**config.mk**
```make
export PLATFORM = sky130hd
export DESIGN_NAME = phase_seq_check
export DESIGN_NICKNAME = d
export VERILOG_FILES = /design/src/rtl/phase_seq_pkg.sv /design/src/rtl/psd_zx_encode.sv /design/src/rtl/psd_order_track.sv /design/src/rtl/psd_status_flag.sv /design/src/rtl/phase_seq_check.sv
export SDC_FILE = /design/constraint.sdc
export NUM_CORES = 1
export LEC_CHECK = 0
export BUFFER_PORTS_ARGS = -buffer_cell sky130_fd_sc_hd__buf_2
export CORE_AREA = 8 8 45 47
export DETAILED_ROUTE_END_ITERATION = 7
export DIE_AREA = 0 0 53 55
export PLACE_DENSITY_LB_ADDON = 0.1
export SLEW_MARGIN = 20
export SYNTH_ARGS = -nofsm -noshare
export SYNTH_HDL_FRONTEND = slang
export SYNTH_HIERARCHICAL = 1
export SYNTH_SLANG_ARGS = --single-unit
```
**constraint.sdc**
```tcl
create_clock -name clk -period 2.81 [get_ports clk]
set_input_delay 0.1405 -clock clk [delete_from_list [all_inputs] [get_ports clk]]
set_output_delay 0.1405 -clock clk [all_outputs]
set_load 0.005 [all_outputs]
```
**src/rtl/phase_seq_pkg.sv**
```systemverilog
package phase_seq_pkg;

    typedef enum logic [1:0] {
        PH_NONE = 2'd0,
        PH_A    = 2'd1,
        PH_B    = 2'd2,
        PH_C    = 2'd3
    } phase_e;

    typedef struct packed {
        logic   hit;
        logic   multi;
        phase_e ph;
    } zx_evt_t;

    localparam int NUM_PHASES = 3;

    function automatic phase_e phase_after(input phase_e p);
        case (p)
            PH_A:    return PH_B;
            PH_B:    return PH_C;
            PH_C:    return PH_A;
            default: return PH_NONE;
        endcase
    endfunction

endpackage

```
**src/rtl/psd_zx_encode.sv**
```systemverilog
module psd_zx_encode
    import phase_seq_pkg::*;
(
    input  logic [NUM_PHASES-1:0] zx_vec,
    output zx_evt_t               evt
);
    always_comb begin
        evt       = '0;
        evt.hit   = |zx_vec;
        evt.multi = ($countones(zx_vec) > 1);
        if (zx_vec[0])      evt.ph = PH_A;
        else if (zx_vec[1]) evt.ph = PH_B;
        else if (zx_vec[2]) evt.ph = PH_C;
        else                evt.ph = PH_NONE;
    end
endmodule

```
**src/rtl/psd_order_track.sv**
```systemverilog
module psd_order_track
    import phase_seq_pkg::*;
(
    input  logic    clk,
    input  logic    rst,
    input  logic    enable,
    input  zx_evt_t evt,
    output logic    seq_err
);
    phase_e last_q;

    always_comb begin
        seq_err = 1'b0;
        if (enable && evt.hit) begin
            if (evt.multi)
                seq_err = 1'b1;
            else if (last_q != PH_NONE && evt.ph != phase_after(last_q))
                seq_err = 1'b1;
        end
    end

    always_ff @(posedge clk) begin
        if (rst || !enable)
            last_q <= PH_NONE;
        else if (evt.hit)
            last_q <= evt.multi ? PH_NONE : evt.ph;
    end
endmodule

```
**src/rtl/psd_status_flag.sv**
```systemverilog
module psd_status_flag (
    input  logic clk,
    input  logic rst,
    input  logic set_evt,
    input  logic wr,
    input  logic wdata,
    input  logic mask,
    output logic status,
    output logic irq_n
);
    always_ff @(posedge clk) begin
        if (rst)
            status <= 1'b0;
        else if (set_evt)
            status <= 1'b1;
        else if (wr && wdata)
            status <= 1'b0;
    end

    assign irq_n = !(status && mask);
endmodule

```
**src/rtl/phase_seq_check.sv**
```systemverilog
module phase_seq_check
    import phase_seq_pkg::*;
#(
    parameter int                 CFG_W       = 2,
    parameter logic [CFG_W-1:0]   ENABLE_CODE = '0
) (
    input  logic             clk,
    input  logic             rst,
    input  logic             zx_a,
    input  logic             zx_b,
    input  logic             zx_c,
    input  logic [CFG_W-1:0] wiring_cfg,
    input  logic             irq_mask,
    input  logic             stat_wr,
    input  logic             stat_wdata,
    output logic             err_status,
    output logic             irq_n
);
    logic [NUM_PHASES-1:0] zx_vec;
    zx_evt_t               evt;
    logic                  chk_en;
    logic                  seq_err;

    assign zx_vec = {zx_c, zx_b, zx_a};
    assign chk_en = (wiring_cfg == ENABLE_CODE);

    psd_zx_encode u_enc (
        .zx_vec (zx_vec),
        .evt    (evt)
    );

    psd_order_track u_trk (
        .clk     (clk),
        .rst     (rst),
        .enable  (chk_en),
        .evt     (evt),
        .seq_err (seq_err)
    );

    psd_status_flag u_flag (
        .clk     (clk),
        .rst     (rst),
        .set_evt (seq_err),
        .wr      (stat_wr),
        .wdata   (stat_wdata),
        .mask    (irq_mask),
        .status  (err_status),
        .irq_n   (irq_n)
    );
endmodule

```
==> impl_metrics.yaml <==
status:
  status: "finished clean"
layout:
  layout.nets: 64
  area.sequential_sq_um: 60.1
  layout_commonest_cell: "buf_2"
  multi_input_area_sq_um: 184
  drive_gt1_frac: 0.327
  fin_util: 0.263
  diodes: 0
  n_fill_cell: 172
  layout_common_cells: "buf_2 (11), nor2_1 (6), inv_1 (5), ha_1 (4)"
  area_delta_synth_final_pct: 38.6
clock_network:
  h-tree-depth: 1
  clkTransAtPathRegs_ns: 0.04
  clock-sinks: 3
  cts-hold-fix-buffers: 0
  post_cts_resized: 0
  cts_tree: "built"
  cts_root_buffer: "clkbuf_4"
  cts_buffers: 3
  cts_setup_buffers: 0
  insertion_delay_ns: 0.23
  clk_path_buf_depth: 2
worst_setup_path:
  critPathLaunchType: "flip-flop"
  critPathArrivalTime_ns: 1.65
  criticalPathCategory: "reg -> reg"
  worst_path_max_delay_cell: "dfxtp_1"
  cp-end-kind: "flip-flop"
  crit_path_frequent_cell: "nor2_1"
  critPathMaxFanout: 4
  reg2reg_slack_ns: 1.30
  path_cells: "inv_1 > ha_1 > xor2_1 > nor2_1 > a21oi_1 > nor2_1 > a311oi_1"
  critPathRequiredTime_ns: 2.95
  slowest_delay_ns: 0.38
synthesis:
  syn_nets: 48
  synth-simple-area-share: 0.243
  yosys_register_bits: 3
  syn_area_per_cell_sq_um: 7.73
  netlist_top_cells_area: "dfxtp_1 (23%), ha_1 (19%), nor2_1 (8.6%), inv_1 (7.1%), xor2_1 (6.7%)"
  synth_cell_type_count: 18
  synthAdderAreaFrac: 0.190
  synth_area_sq_um: 263
  syn_inst: 34
  yosysTopAreaCellShare: 0.229
  synth_largest_area_cell: "dfxtp_1"
  synth_xor_area_frac: 0.0667
  yosysWarnings: 6
  synth_top_family_by_area: "simple AND/OR/NAND/NOR gates"
  synthMuxAreaShare: 0
  synth-compound-area-share: 0.200
  yosysSeqAreaShare: 0.229
floorplan:
  fp-row-count: 14
  fp.coreArea_sq_mm: 0.00138
  ios: 12
  die_w_um: 53
  dieArea_sq_mm: 0.00292
  fp.dieH_um: 55
  start_util: 0.190
routing:
  viasPerCell: 4.12
  drt-pass1-iter-count: 1
  ant_nets: 0
  vias: 268
  wl_um: 611
  drt_iter0_markers: 0
  remaining_drc_errors: 0
  routedWlPerCell_um: 9.40
grt:
  grt_pass1_vias: 249
  grt_overflow: 0
  grt_pass1_wl_mm: 1.00
  grt.total_usage: 0.0497
  antenna_found_initial: 0
  grt_max_degree: 6
timing:
  holdWs_ns: 0.0809
  hold_viol_final: 0
  finalClockSkew_ns: 0.00435
  tightest_slew_ns: 0.192
  rsz0062_at_grt: "no"
  setup_viol: 0
  finalCriticalPeriod_ns: 1.51
  maxClockFrequency_ghz: 0.661
  finalCritPeriodShare: 0.538
  final-max-slew-violation-count: 0
  setup_tns_ns: 0
  relSlewSlack: 0.871
worst_hold_path:
  hold_path.class: "in -> reg"
power_and_ir_drop:
  combPwrFrac: 0.186
  p_int_mw: 0.112
  ir_drop_v: 0.0000644
  p_per_area_mw_per_mm2: 409
  pwr-share-seq: 0.302
  swShare: 0.251
  cellLeakagePower_nw: 0.181
  pwr-share-clk: 0.512
  switching_power_mw: 0.0374
place:
  place.gp.congestion: 0.693
  hpwl_um: 546
  numPortBuffers: 11
flow_run:
  drv_cap: 0
stage by stage:
step                      std cells  total power [mW]  setup WS (ns)  cell area [sq um]
final                            65             0.149           1.30                364
after global routing             65             0.161           1.17                364
after CTS                        65             0.154           1.28                364
after detailed placement         61            0.0738           1.30                338
after global placement           61            0.0730           1.34                338
after floorplan                  34            0.0620           1.45                263
cells in the mapped netlist:
cell / instances
or2b_1: 1
o211ai_1: 1
nor2b_1: 1
a311oi_1: 1
dfxtp_1: 3
ha_1: 4
xor2_1: 2
nand2b_1: 1
nand2_1: 2
a21oi_1: 1
nor2_1: 6
or3_1: 1
a21oi_2: 1
a21o_2: 1
inv_1: 5
o22ai_1: 1
nand3b_1: 1
a21o_1: 1
critical path: cells and delay by family (launching register included):
kind / cells / cell delay, ns
AO/OA/AOI/OAI: 2 / 0.42
XOR/XNOR: 1 / 0.16
adder cells (fa/ha/maj): 1 / 0.28
buffers and inverters: 1 / 0.06
flip-flops: 1 / 0.38
AND/OR/NAND/NOR: 2 / 0.12
cell families after synthesis:
kind of cell | Yosys count
flip-flops | 3
adder cells (fa/ha/maj) | 4
AND/OR/NAND/NOR | 13
XOR/XNOR | 2
buffers and inverters | 5
AO/OA/AOI/OAI | 7
flip-flops by register name, summed over array words and instances (netlist names):
name           flops
u_trk/last_q       2
u_flag/status      1
cell type report:
cell class | instances | area share
multi-input cells | 26 | 0.505
flip-flops and latches | 3 | 0.165
repair buffers | 11 | 0.151
clock buffers | 4 | 0.0722
well taps | 16 | 0.0550
inverters | 5 | 0.0515
power groups by stage:
| stage | sequential, mW | clock [mW] | combinational [mW] |
|---|---|---|---|
| 2_1_floorplan | 0.0456 | 0 | 0.0164 |
| 3_3_place_gp | 0.0456 | 0 | 0.0274 |
| 3_5_place_dp | 0.0456 | 0 | 0.0281 |
| 4_1_cts | 0.0450 | 0.0804 | 0.0283 |
| 5_1_grt | 0.0451 | 0.0838 | 0.0322 |
| 6_report | 0.0449 | 0.0763 | 0.0277 |
layer usage:
layer / wire length, um / GRT usage
met1: 246 / 0.0515
met3: 20 / 0.0160
met4: 0 / 0.0647
met5: 0 / 0
met2: 344 / 0.0703
path summary, 6_finish.rpt:
check / start / to / cells past startpoint
hold / removal: rst / u_flag/status / 2
setup / recovery: u_trk/last_q[1] / u_flag/status / 7
setup reg to reg: u_trk/last_q[1] / u_flag/status / 7
hold reg to reg: u_flag/status / u_flag/status / 2
No activity file was read; power rests on OpenSTA's default activity.
